`config.mk`:
```
export PLATFORM = sky130hd
export DESIGN_NAME = ea_unit
export DESIGN_NICKNAME = d
export VERILOG_FILES = /design/src/rtl/ea_pkg.sv /design/src/rtl/ea_ctrl.sv /design/src/rtl/ea_dpath.sv /design/src/rtl/ea_unit.sv
export SDC_FILE = /design/constraint.sdc
export NUM_CORES = 1
export LEC_CHECK = 0
export ABC_AREA = 1
export BUFFER_PORTS_ARGS = -buffer_cell sky130_fd_sc_hd__buf_4
export CORE_MARGIN = 2
export CORE_UTILIZATION = 49
export DETAILED_ROUTE_END_ITERATION = 10
export PLACE_DENSITY_LB_ADDON = 0.2
export SYNTH_ARGS = -nofsm -noshare
export SYNTH_HDL_FRONTEND = slang
export SYNTH_SLANG_ARGS = --single-unit
```
`constraint.sdc`:
```
create_clock -name clk -period 2.2 [get_ports clk]
set_clock_uncertainty 0.15 [all_clocks]
set_input_delay 0 -clock clk [delete_from_list [all_inputs] [get_ports clk]]
set_output_delay 0 -clock clk [all_outputs]
set_load 0.01 [all_outputs]
```
`src/rtl/ea_pkg.sv`:
```
package ea_pkg;
  localparam int MODE_W = 4;
  localparam int IDX_W  = 3;

  typedef enum logic [MODE_W-1:0] {
    MD_DIRECT   = 4'd0,
    MD_INDIRECT = 4'd1,
    MD_REGDIR   = 4'd2,
    MD_REGIND   = 4'd3,
    MD_IMM      = 4'd4,
    MD_IMPLICIT = 4'd5,
    MD_REL      = 4'd6,
    MD_INDEX    = 4'd7,
    MD_BASE     = 4'd8
  } mode_e;

  typedef struct packed {
    logic             capture;  // latch single-cycle result
    logic             ldPtr;    // latch pointer, clear result
    logic             wrByte;   // store returned byte
    logic [IDX_W-1:0] byteIdx;  // byte slot being read
  } strobe_t;
endpackage

```
`src/rtl/ea_ctrl.sv`:
```
module ea_ctrl
  import ea_pkg::*;
#(
  parameter int NBYTES = 2
) (
  input  logic              clk,
  input  logic              rstN,
  input  logic              start,
  input  logic [MODE_W-1:0] mode,
  input  logic              memAck,
  output strobe_t           strb,
  output logic              memReq,
  output logic              done
);
  localparam logic [IDX_W-1:0] LAST = IDX_W'(NBYTES - 1);

  typedef enum logic {ST_IDLE, ST_READ} st_e;
  st_e              stQ;
  logic [IDX_W-1:0] cntQ;
  logic             isInd;
  logic             lastByte;

  assign isInd    = (mode == MODE_W'(MD_INDIRECT));
  assign lastByte = (cntQ == LAST);

  always_comb begin
    strb.capture = (stQ == ST_IDLE) && start && !isInd;
    strb.ldPtr   = (stQ == ST_IDLE) && start && isInd;
    strb.wrByte  = (stQ == ST_READ) && memAck;
    strb.byteIdx = cntQ;
    memReq       = (stQ == ST_READ);
  end

  always_ff @(posedge clk) begin
    if (!rstN) begin
      stQ  <= ST_IDLE;
      cntQ <= '0;
      done <= 1'b0;
    end else begin
      done <= strb.capture || (strb.wrByte && lastByte);
      case (stQ)
        ST_IDLE: if (strb.ldPtr) begin
          stQ  <= ST_READ;
          cntQ <= '0;
        end
        ST_READ: if (memAck) begin
          if (lastByte) stQ <= ST_IDLE;
          else          cntQ <= cntQ + 1'b1;
        end
        default: stQ <= ST_IDLE;
      endcase
    end
  end

  AST_REQ_HOLD: assert property (@(posedge clk) disable iff (!rstN)
    memReq && !memAck |=> memReq);
  AST_NO_DONE_BUSY: assert property (@(posedge clk) disable iff (!rstN)
    memReq |-> !done);
endmodule

```
`src/rtl/ea_dpath.sv`:
```
module ea_dpath
  import ea_pkg::*;
#(
  parameter int AW = 16,
  parameter int BW = 8,
  parameter int OW = 8
) (
  input  logic              clk,
  input  logic              rstN,
  input  strobe_t           strb,
  input  logic [MODE_W-1:0] mode,
  input  logic [AW-1:0]     field,
  input  logic [AW-1:0]     nextPc,
  input  logic [AW-1:0]     idxX,
  input  logic [AW-1:0]     baseReg,
  input  logic [AW-1:0]     regR,
  input  logic [BW-1:0]     memData,
  output logic [AW-1:0]     memAddr,
  output logic [AW-1:0]     result,
  output logic              isValue
);
  localparam int EXT_W = AW - OW;

  logic [AW-1:0] ptrQ;
  logic [AW-1:0] fastRes;
  logic          fastVal;
  logic [AW-1:0] relOff;
  mode_e         modeE;

  assign modeE   = mode_e'(mode);
  assign relOff  = {{EXT_W{field[OW-1]}}, field[OW-1:0]};
  assign memAddr = ptrQ + AW'(strb.byteIdx);

  always_comb begin
    fastRes = '0;
    fastVal = 1'b0;
    case (modeE)
      MD_DIRECT: fastRes = field;
      MD_REGDIR: begin fastRes = regR;  fastVal = 1'b1; end
      MD_REGIND: fastRes = regR;
      MD_IMM:    begin fastRes = field; fastVal = 1'b1; end
      MD_REL:    fastRes = nextPc + relOff;
      MD_INDEX:  fastRes = field + idxX;
      MD_BASE:   fastRes = baseReg + field;
      default:   fastRes = '0;
    endcase
  end

  always_ff @(posedge clk) begin
    if (!rstN) begin
      ptrQ    <= '0;
      result  <= '0;
      isValue <= 1'b0;
    end else if (strb.capture) begin
      result  <= fastRes;
      isValue <= fastVal;
    end else if (strb.ldPtr) begin
      ptrQ    <= field;
      result  <= '0;
      isValue <= 1'b0;
    end else if (strb.wrByte) begin
      result[strb.byteIdx*BW +: BW] <= memData;
    end
  end

  AST_PTR_HOLD: assert property (@(posedge clk) disable iff (!rstN)
    strb.wrByte |=> $stable(ptrQ));
endmodule

```
`src/rtl/ea_unit.sv`:
```
module ea_unit
  import ea_pkg::*;
#(
  parameter int AW = 16,
  parameter int BW = 8,
  parameter int OW = 8
) (
  input  logic              clk,
  input  logic              rstN,
  input  logic              start,
  input  logic [MODE_W-1:0] mode,
  input  logic [AW-1:0]     field,
  input  logic [AW-1:0]     nextPc,
  input  logic [AW-1:0]     idxX,
  input  logic [AW-1:0]     baseReg,
  input  logic [AW-1:0]     regR,
  output logic              memReq,
  output logic [AW-1:0]     memAddr,
  input  logic              memAck,
  input  logic [BW-1:0]     memData,
  output logic [AW-1:0]     result,
  output logic              isValue,
  output logic              done
);
  localparam int NBYTES = AW / BW;

  strobe_t strb;

  ea_ctrl #(.NBYTES(NBYTES)) ctrl_i (
    .clk(clk), .rstN(rstN), .start(start), .mode(mode), .memAck(memAck),
    .strb(strb), .memReq(memReq), .done(done)
  );

  ea_dpath #(.AW(AW), .BW(BW), .OW(OW)) dpath_i (
    .clk(clk), .rstN(rstN), .strb(strb), .mode(mode), .field(field),
    .nextPc(nextPc), .idxX(idxX), .baseReg(baseReg), .regR(regR),
    .memData(memData), .memAddr(memAddr), .result(result), .isValue(isValue)
  );

  AST_DIRECT_PASS: assert property (@(posedge clk) disable iff (!rstN)
    done && $past(start) && !$past(memReq) && $past(mode) == MODE_W'(MD_DIRECT)
    |-> result == $past(field) && !isValue);
  AST_LOW_FIRST: assert property (@(posedge clk) disable iff (!rstN)
    $rose(memReq) |-> memAddr == $past(field));
  AST_ADDR_HOLD: assert property (@(posedge clk) disable iff (!rstN)
    memReq && !memAck |=> $stable(memAddr));
  AST_IMPLICIT_QUIET: assert property (@(posedge clk) disable iff (!rstN)
    start && !memReq && mode == MODE_W'(MD_IMPLICIT)
    |=> done && !memReq && result == '0);
endmodule

```
==> impl_metrics.json, run 1 <==
{
  "dr.pass1.iters": 6,
  "p_per_area_mw_per_mm2": 376,
  "area_delta_synth_final_pct": 65.6,
  "regToRegSetupSlack_ps": -110,
  "setup_slack_ps": -149,
  "seqPwrFrac_pct": 26.0,
  "start_kind": "register",
  "outcome": "finished with violations",
  "die_h_um": 101,
  "grt_pass1_wl_um": 28900,
  "path_delay_family": "adder cells",
  "maxCapViolations": 0,
  "antenna_found_initial": 0,
  "htreeDepth": 2,
  "vias_per_cell": 5.70,
  "numCtsBuffers": 5,
  "die_area_sq_mm": 0.0102,
  "worstPathMaxFanout": 3,
  "dpl-instance-area_sq_mm": 0.00594,
  "slew_headroom_pct": 71.4,
  "grt_pass1_vias": 5772,
  "post-route-period-util_pct": 107,
  "cts_tree": "done",
  "ys_async_sr_fraction_pct": 0,
  "path_cells": "ha_4 > inv_2 > fa_2 > o21ai_4 > nand3_4 > nor3_4 > nand4_1 > xor2_1 > buf_4",
  "crit_required_ps": 2050,
  "synth_cell_type_count": 46,
  "grt_max_degree": 33,
  "tns_ps": -803,
  "hpwl_um": 14000,
  "overflow": 0,
  "max_stage_delay_ps": 370,
  "ioPinCount": 131,
  "cp-end-kind": "primary output",
  "gp_congestion": 1.01,
  "coreArea_sq_mm": 0.00920,
  "power.switching_mw": 1.11,
  "post_drt_wl_per_cell_um": 19.2,
  "syn_nets": 893,
  "share_comb_of_total_power_pct": 51.3,
  "slew_violations": 0,
  "cp.buffers_inverters": 2,
  "synth_flop_cell": "dfxtp_1",
  "clk_pin_slew_worst_paths_ps": 90,
  "critPathKind": "reg2out",
  "whs_path_depth": 5,
  "syn_inst": 754,
  "hold_start": "regR[7]",
  "initial_core_util_pct": 50.1,
  "hold_viol": 0,
  "clock_path_buffers": 2,
  "syn-cell-area_sq_mm": 0.00461,
  "fin_nets": 1122,
  "rows": 35,
  "pwr-share-clk_pct": 22.7,
  "drc": 0,
  "cts_root_buf": "clkbuf_8",
  "rsz0062_at_grt": "true",
  "cts_sinks": 38,
  "postRouteAntennaNets": 0,
  "finalInstanceArea_sq_mm": 0.00762,
  "critPathArrivalTime_ps": 2200,
  "p_leak_nw": 3.71,
  "syn_area_per_cell_sq_um": 6.11,
  "internal_power_mw": 1.75,
  "r2r_start": "ctrl_i.cntQ[0]",
  "ys_seq_elements": 38,
  "drt_iter0_drc": 526,
  "finalWirelength_um": 21000,
  "fmax_mhz": 426,
  "worstRegToRegCells": 13,
  "holdWs_ps": 6.58,
  "layout-drive-gt1-share_pct": 40.3,
  "fillers": 579,
  "diodes": 0,
  "swShare_pct": 38.8,
  "setup_viol": 14,
  "vias": 6238,
  "clk_latency_ps": 300,
  "p_total_mw": 2.87,
  "violations": "setup timing",
  "timing.final.crit_period_ps": 2350,
  "grt_usage_pct": 36.6,
  "yosysWarnings": 0,
  "whs_endpoint": "dpath_i.result[7]",
  "die_w_um": 101,
  "crit_path_top_delay_cell": "dfxtp_4",
  "io_buffers": 130,
  "worstHoldPathType": "in2reg",
  "rr_endpoint": "dpath_i.result[2]",
  "seq_area_frac_synth_pct": 16.5,
  "vdd_ir_drop_max_v": 0.000275,
  "worstMarginPinSlew_ps": 429,
  "synth-edff-count": 0
}
==> cell families after synthesis <==
family                   after synthesis  synth area share [%]
AO/OA/AOI/OAI                        110                  14.0
XOR/XNOR                              16                  3.04
adder cells (fa/ha/maj)               43                  12.2
buffers and inverters                142                  12.2
flip-flops                            38                  16.5
multiplexers                          14                  3.42
AND/OR/NAND/NOR                      391                  38.6
==> cell usage in the layout, fill, tap and decap left out, drive strengths merged, types with 4 or more instances in the layout <==
cell / n
ha: 40
nor3: 13
a31oi: 9
a22o: 7
nor2: 34
dlygate4sd3: 38
o21ai: 37
inv: 124
mux2: 14
and2: 4
buf: 198
nand4: 14
nand2: 239
clkbuf: 6
nand3b: 9
a21oi: 50
nand3: 67
dfxtp: 38
or2: 10
xor2: 15
==> synthesized netlist by cell type (4+ instances only) <==
| cell | number | area (sq um) |
|---|---|---|
| and2_1 | 4 | 25.0 |
| xor2_1 | 15 | 131 |
| inv_1 | 111 | 417 |
| nand3_1 | 67 | 335 |
| nand4_1 | 14 | 87.6 |
| or2_2 | 4 | 25.0 |
| a22o_1 | 7 | 61.3 |
| ha_1 | 40 | 500 |
| mux2_2 | 6 | 67.6 |
| mux2_1 | 8 | 90.1 |
| nor3_2 | 4 | 40.0 |
| inv_2 | 14 | 52.6 |
| clkbuf_1 | 5 | 18.8 |
| nor3_1 | 8 | 40.0 |
| a31oi_1 | 9 | 56.3 |
| o21ai_0 | 8 | 40.0 |
| nand2_1 | 229 | 860 |
| nand3b_1 | 8 | 60.1 |
| dfxtp_1 | 38 | 761 |
| a21oi_1 | 48 | 240 |
| buf_2 | 8 | 40.0 |
| nand2_2 | 7 | 43.8 |
| nor2_1 | 30 | 113 |
| o21ai_1 | 26 | 130 |
==> power by group through the flow <==
stage                     Combinational, mW  Clock (mW)  Sequential (mW)
after CTS                              1.13       0.632            0.743
after global placement                 1.04           0            0.758
after global routing                   1.59       0.663            0.747
final                                  1.47       0.649            0.745
after floorplan                       0.596           0            0.766
after detailed placement               1.05           0            0.759
==> what timing repair did <==
action,CTS,global route
endpoints found under the hold margin,37,0
hold buffers,38,0
endpoints found under the setup margin,12,32
pin swaps,14,80
cloned,3,0
gates resized for setup,26,188
setup buffers,9,19
==> how the worst max path moves through the flow <==
| stage | start | end | slack (ps) | cells after the start |
|---|---|---|---|---|
| 2_1_floorplan | mode[1] | dpath_i.result[12] | 20 | 17 |
| 3_3_place_gp | mode[2] | dpath_i.result[13] | -280 | 16 |
| 3_5_place_dp | mode[1] | dpath_i.result[8] | -380 | 17 |
| 4_1_cts | ctrl_i.cntQ[0] | memAddr[14] | -210 | 9 |
| 5_1_grt | dpath_i.ptrQ[1] | memAddr[14] | -240 | 8 |
| 6_report | dpath_i.ptrQ[0] | memAddr[14] | -150 | 9 |
==> worst reg2reg max path, cell delays in order, from the launching register on <==
cell and delay [ps]:
dfxtp_2 350, buf_4 150, inv_4 70, ha_4 130, inv_2 40, ha_4 250, nand4_1 140, nand3b_4 130
nor3_4 250, nand2_4 170, nand2_8 140, nand3_2 70, o211ai_1 130, inv_2 60
==> state kept, by name, indices dropped and copies added, names as in the netlist <==
register         cells
ctrl_i.memReq        1
dpath_i.result      16
dpath_i.isValue      1
ctrl_i.cntQ          3
ctrl_i.done          1
dpath_i.ptrQ        16
==> layer usage <==
layer	vias to the layer above	GRT usage, %	share of wire, %
li1	2917	-	-
met1	2869	46.5	40
met2	352	62.4	47
met3	100	6.87	8.5
met4	0	11.9	4.7
met5	-	0	0
==> stage by stage <==
| stage | std cells | utilization, % | setup WS [ps] |
|---|---|---|---|
| 3_5_place_dp | 1019 | 64.5 | -382 |
| 5_1_grt | 1094 | 82.9 | -239 |
| 2_1_floorplan | 754 | - | 18.2 |
| 3_3_place_gp | 1019 | 64.5 | -279 |
| 6_report | 1094 | 82.9 | -149 |
| 4_1_cts | 1076 | 72.3 | -206 |
==> area by class of cell <==
type | instances | area (sq um) | area share, %
Multi-Input combinational cell | 577 | 4150 | 54.4
Tap cell | 111 | 139 | 1.82
Timing Repair Buffer | 236 | 1970 | 25.8
Clock buffer | 6 | 82.6 | 1.08
Sequential cell | 38 | 768 | 10.1
Clock inverter | 1 | 30.0 | 0.394
Inverter | 125 | 483 | 6.33
Note: power is estimated with default switching activity, not from simulation.
==> run 2, diff against run 1 <==
CORE_UTILIZATION = 31   (was 49)
RECOVER_POWER = 100   (was unset)
==> run 2 against run 1 <==
The flow still finishes with violations (setup timing). Total power decreased by 3.4%. Global-route usage shrank 16 points. Combinational power fell by 18%. Critical path depth stayed put. Worst setup slack better by 110 ps. Cell count rose by 5.0%. Critical path type unchanged. Largest cell class unchanged.
==> impl_metrics.json, run 2 (synthesis results as in run 1) <==
{
  "timing.final.crit_period_ps": 2240,
  "vias": 5527,
  "rsz0062_at_grt": "true",
  "worstPathMaxFanout": 3,
  "outcome": "finished with violations",
  "worstMarginPinSlew_ps": 484,
  "htreeDepth": 2,
  "cts_root_buf": "clkbuf_16",
  "dr.pass1.iters": 4,
  "rows": 44,
  "grt_max_degree": 33,
  "clk_latency_ps": 280,
  "start_kind": "register",
  "coreArea_sq_mm": 0.0145,
  "holdWs_ps": 13.2,
  "p_total_mw": 2.77,
  "pwr-share-clk_pct": 29.9,
  "clk_pin_slew_worst_paths_ps": 60,
  "clock_path_buffers": 2,
  "top_regs": "dpath_i.ptrQ (16), dpath_i.result (16), ctrl_i.cntQ (3)",
  "internal_power_mw": 1.80,
  "io_buffers": 130,
  "grt_usage_pct": 20.7,
  "setup_slack_ps": -43.6,
  "initial_core_util_pct": 31.7,
  "p_per_area_mw_per_mm2": 393,
  "fin_nets": 1103,
  "antenna_found_initial": 0,
  "drt_iter0_drc": 357,
  "diodes": 0,
  "slew_headroom_pct": 67.6,
  "gp_congestion": 0.904,
  "finalWirelength_um": 17400,
  "share_comb_of_total_power_pct": 43.4,
  "swShare_pct": 35.1,
  "die_h_um": 126,
  "placedCellCount": 1094,
  "vdd_ir_drop_max_v": 0.000366,
  "post-route-period-util_pct": 102,
  "post_drt_wl_per_cell_um": 15.1,
  "cts_tree": "done",
  "final_common_cell": "nand2_1",
  "crit_required_ps": 2050,
  "overflow": 0,
  "fmax_mhz": 446,
  "worstHoldPathType": "in2reg",
  "postRouteAntennaNets": 0,
  "grt_pass1_vias": 5144,
  "seqPwrFrac_pct": 26.7,
  "area_delta_synth_final_pct": 53.1,
  "violations": "setup timing",
  "final_cell_mix": "nand2_1, buf_4, inv_1",
  "critPathArrivalTime_ps": 2090,
  "final_util_pct": 48.5,
  "numCtsBuffers": 5,
  "slew_violations": 0,
  "cts_sinks": 38,
  "tns_ps": -76.5,
  "maxCapViolations": 0,
  "drc": 0,
  "grt_pass1_wl_um": 26300,
  "setup_viol": 2,
  "die_area_sq_mm": 0.0158,
  "cp-end-kind": "primary output",
  "fillers": 1528,
  "ioPinCount": 131,
  "vias_per_cell": 4.81,
  "p_leak_nw": 3.45,
  "die_w_um": 126,
  "hpwl_um": 13600,
  "critPathKind": "reg2out",
  "power.switching_uw": 972,
  "layout-drive-gt1-share_pct": 31.3,
  "hold_viol": 0,
  "stdcell_count": 1149
}
-- run 2: power by group through the flow --
stage / combinational, mW / clock (mW) / sequential, mW
floorplan: 0.596 / 0 / 0.766
global placement: 1.06 / 0 / 0.758
detailed placement: 1.06 / 0 / 0.758
CTS: 1.12 / 0.837 / 0.743
global route: 1.33 / 0.868 / 0.745
finish: 1.20 / 0.828 / 0.740
-- run 2: layout make-up --
type | instances | area [sq um] | area share [%]
multi-input combinational | 575 | 3720 | 52.8
timing repair buffer | 219 | 1690 | 23.9
sequential | 38 | 771 | 10.9
inverter | 125 | 477 | 6.76
tap | 184 | 230 | 3.26
clock buffer | 7 | 133 | 1.88
clock inverter | 1 | 30.0 | 0.426
-- run 2: timing repair --
item,CTS,global route
hold buffers,30,0
endpoints found under the setup margin,17,29
pin swaps,12,27
endpoints found under the hold margin,35,0
buffers inserted,8,8
gates cloned,0,1
gates resized for setup,18,85
-- run 2: worst max-delay path: stages (launching register included) --
cell and delay, ps:
dfxtp_2 350, ha_4 140, inv_4 40, fa_2 360, o21ai_2 180, nand3_2 120, nor3_4 170, nand4_1 130
xor2_1 170, buf_4 150
-- run 2: final timing paths --
path | startpoint | endpoint | slack (ps) | depth (start not counted)
worst max-delay path | dpath_i.ptrQ[0] | memAddr[14] | -40 | 9
worst min-delay path | regR[8] | dpath_i.result[8] | 10 | 5
worst max register to register | ctrl_i.cntQ[0] | dpath_i.result[2] | 60 | 14
worst min register to register | dpath_i.isValue | dpath_i.isValue | 330 | 2
-- run 2: per-stage QoR --
step           worst slack [ps]  cell area [sq um]
2_1_floorplan              18.2               4610
3_3_place_gp               -326               6050
3_5_place_dp               -447               6050
4_1_cts                    -117               6690
5_1_grt                    -152               7050
6_report                  -43.6               7050
-- run 2: per-layer routing --
layer  share of wire [%]  up-vias  GRT usage (%)
met5                   0        -              0
met4                 1.7        0           4.33
met3                 4.1       21           1.91
met2                  47      159           34.9
met1                  47     2482           29.0
li1                    -     2865              -
==> run 3, diff against run 2 <==
SKIP_LAST_GASP = 1   (was unset)
==> run 3 against run 2 <==
The run still ends with setup timing left. Highest routed layer unchanged. Via count up 0.27%. Count of clock-buffer cells in the layout unchanged. Largest cell class unchanged. Global-route usage is the same. Register-to-register slack about the same. Clock power barely moved.
==> impl_metrics.json, run 3 (synthesis results as in run 1) <==
{
  "final_common_cell": "nand2_1",
  "rsz0062_at_grt": "true",
  "swShare_pct": 35.0,
  "internal_power_mw": 1.79,
  "cts_tree": "done",
  "drt_iter0_drc": 330,
  "ioPinCount": 131,
  "post-route-period-util_pct": 102,
  "maxCapViolations": 0,
  "fin_nets": 1103,
  "slew_headroom_pct": 67.2,
  "critPathKind": "reg2out",
  "crit_cells": 9,
  "dr.pass1.iters": 5,
  "start_kind": "register",
  "fmax_mhz": 447,
  "crit_required_ps": 2050,
  "worstPathMaxFanout": 3,
  "critPathArrivalTime_ps": 2090,
  "cp.buffers_inverters": 2,
  "grt_max_degree": 33,
  "outcome": "finished with violations",
  "placedCellCount": 1094,
  "clk_latency_ps": 280,
  "clock_path_buffers": 2,
  "diodes": 0,
  "drc": 0,
  "gp_congestion": 0.904,
  "post_drt_wl_per_cell_um": 15.1,
  "area_delta_synth_final_pct": 52.0,
  "worstHoldPathType": "in2reg",
  "hold_start": "regR[8]",
  "layout-drive-gt1-share_pct": 30.7,
  "rows": 44,
  "regToRegSetupSlack_ps": 70,
  "cp-end-kind": "primary output",
  "coreArea_sq_mm": 0.0145,
  "cts_root_buf": "clkbuf_16",
  "die_w_um": 126,
  "htreeDepth": 2,
  "setup_slack_ps": -39.0,
  "cts_sinks": 38,
  "top_regs": "dpath_i.ptrQ (16), dpath_i.result (16), ctrl_i.cntQ (3)",
  "setup_viol": 2,
  "whs_path_depth": 5,
  "seqPwrFrac_pct": 26.9,
  "final_cell_mix": "nand2_1, buf_4, inv_1",
  "violations": "setup timing",
  "worstMarginPinSlew_ps": 490,
  "p_per_area_mw_per_mm2": 394,
  "stdcell_count": 1149,
  "crit_path_top_delay_cell": "dfxtp_4",
  "pre_cts_ws_ps": -447,
  "clk_pin_slew_worst_paths_ps": 60,
  "path_cells": "ha_4 > inv_4 > fa_2 > o21ai_2 > nand3_2 > nor3_4 > nand4_1 > xor2_1 > buf_4",
  "rr_endpoint": "dpath_i.result[10]",
  "power.switching_uw": 964,
  "hpwl_um": 13600,
  "grt_pass1_vias": 5144,
  "p_leak_nw": 3.43,
  "vias_per_cell": 4.82,
  "r2r_start": "ctrl_i.cntQ[0]",
  "share_comb_of_total_power_pct": 43.1,
  "io_buffers": 130,
  "grt_usage_pct": 20.7,
  "antenna_found_initial": 0,
  "timing.final.crit_period_ps": 2240,
  "worstRegToRegCells": 13,
  "initial_core_util_pct": 31.7,
  "path_delay_family": "adder cells",
  "slew_violations": 0,
  "numCtsBuffers": 5,
  "overflow": 0,
  "hold_viol": 0,
  "die_area_sq_mm": 0.0158,
  "max_stage_delay_ps": 370,
  "vias": 5542,
  "postRouteAntennaNets": 0,
  "pwr-share-clk_pct": 30.0,
  "vdd_ir_drop_max_v": 0.000365,
  "grt_pass1_wl_um": 26300,
  "finalWirelength_um": 17300,
  "whs_endpoint": "dpath_i.result[8]",
  "die_h_um": 126
}
-- run 3: power by group through the flow --
stage	clock network, mW	logic, mW	registers [mW]
2_1_floorplan	0	0.596	0.766
3_3_place_gp	0	1.06	0.758
3_5_place_dp	0	1.06	0.758
4_1_cts	0.837	1.12	0.743
5_1_grt	0.868	1.32	0.746
6_report	0.826	1.19	0.741
-- run 3: routing by layer --
metal | vias up | track usage [%] | routed length, um
li1 | 2866 | - | -
met4 | 0 | 4.33 | 293
met1 | 2479 | 29.0 | 8120
met2 | 175 | 34.9 | 8140
met3 | 22 | 1.91 | 782
met5 | - | 0 | 0
-- run 3: worst max path at each step --
stage	start	end	slack (ps)
after floorplan	mode[1]	dpath_i.result[12]	20
after global routing	dpath_i.ptrQ[0]	memAddr[14]	-150
final	ctrl_i.cntQ[0]	memAddr[14]	-40
after detailed placement	mode[1]	dpath_i.result[7]	-450
after global placement	mode[1]	dpath_i.result[7]	-330
after CTS	dpath_i.ptrQ[0]	memAddr[14]	-120
-- run 3: tightest hold or removal path: stages --
cell and delay [ps]:
buf_4 90, nand2_1 50, nand4_1 90, nand2_1 60
a21oi_2 110
-- run 3: per-stage QoR --
stage                     power (mW)  cell area, sq um  TNS, ps  hold WS [ps]  utilization [%]
final                           2.76              7000    -64.5          8.03             48.2
after detailed placement        1.82              6050    -4310           166             41.7
after global routing            2.93              7000     -961          21.8             48.2
after CTS                       2.70              6690     -259          11.0             46.0
after floorplan                 1.36              4610        0         -11.7                -
after global placement          1.82              6050    -3190           161             41.7
-- run 3: area by class of cell --
| type | instances | area (sq um) |
|---|---|---|
| Multi-Input combinational cell | 575 | 3680 |
| Fill cell | 1535 | 7530 |
| Inverter | 125 | 477 |
| Clock buffer | 7 | 133 |
| Tap cell | 184 | 230 |
| Sequential cell | 38 | 768 |
| Timing Repair Buffer | 219 | 1690 |
| Clock inverter | 1 | 30.0 |
-- run 3: timing repair --
action,4_1_cts,5_1_grt
pin swaps,12,26
hold endpoints to repair,35,0
gates cloned,0,1
setup buffers,8,8
hold buffers,30,0
setup endpoints to repair,17,29
resized for setup,18,74
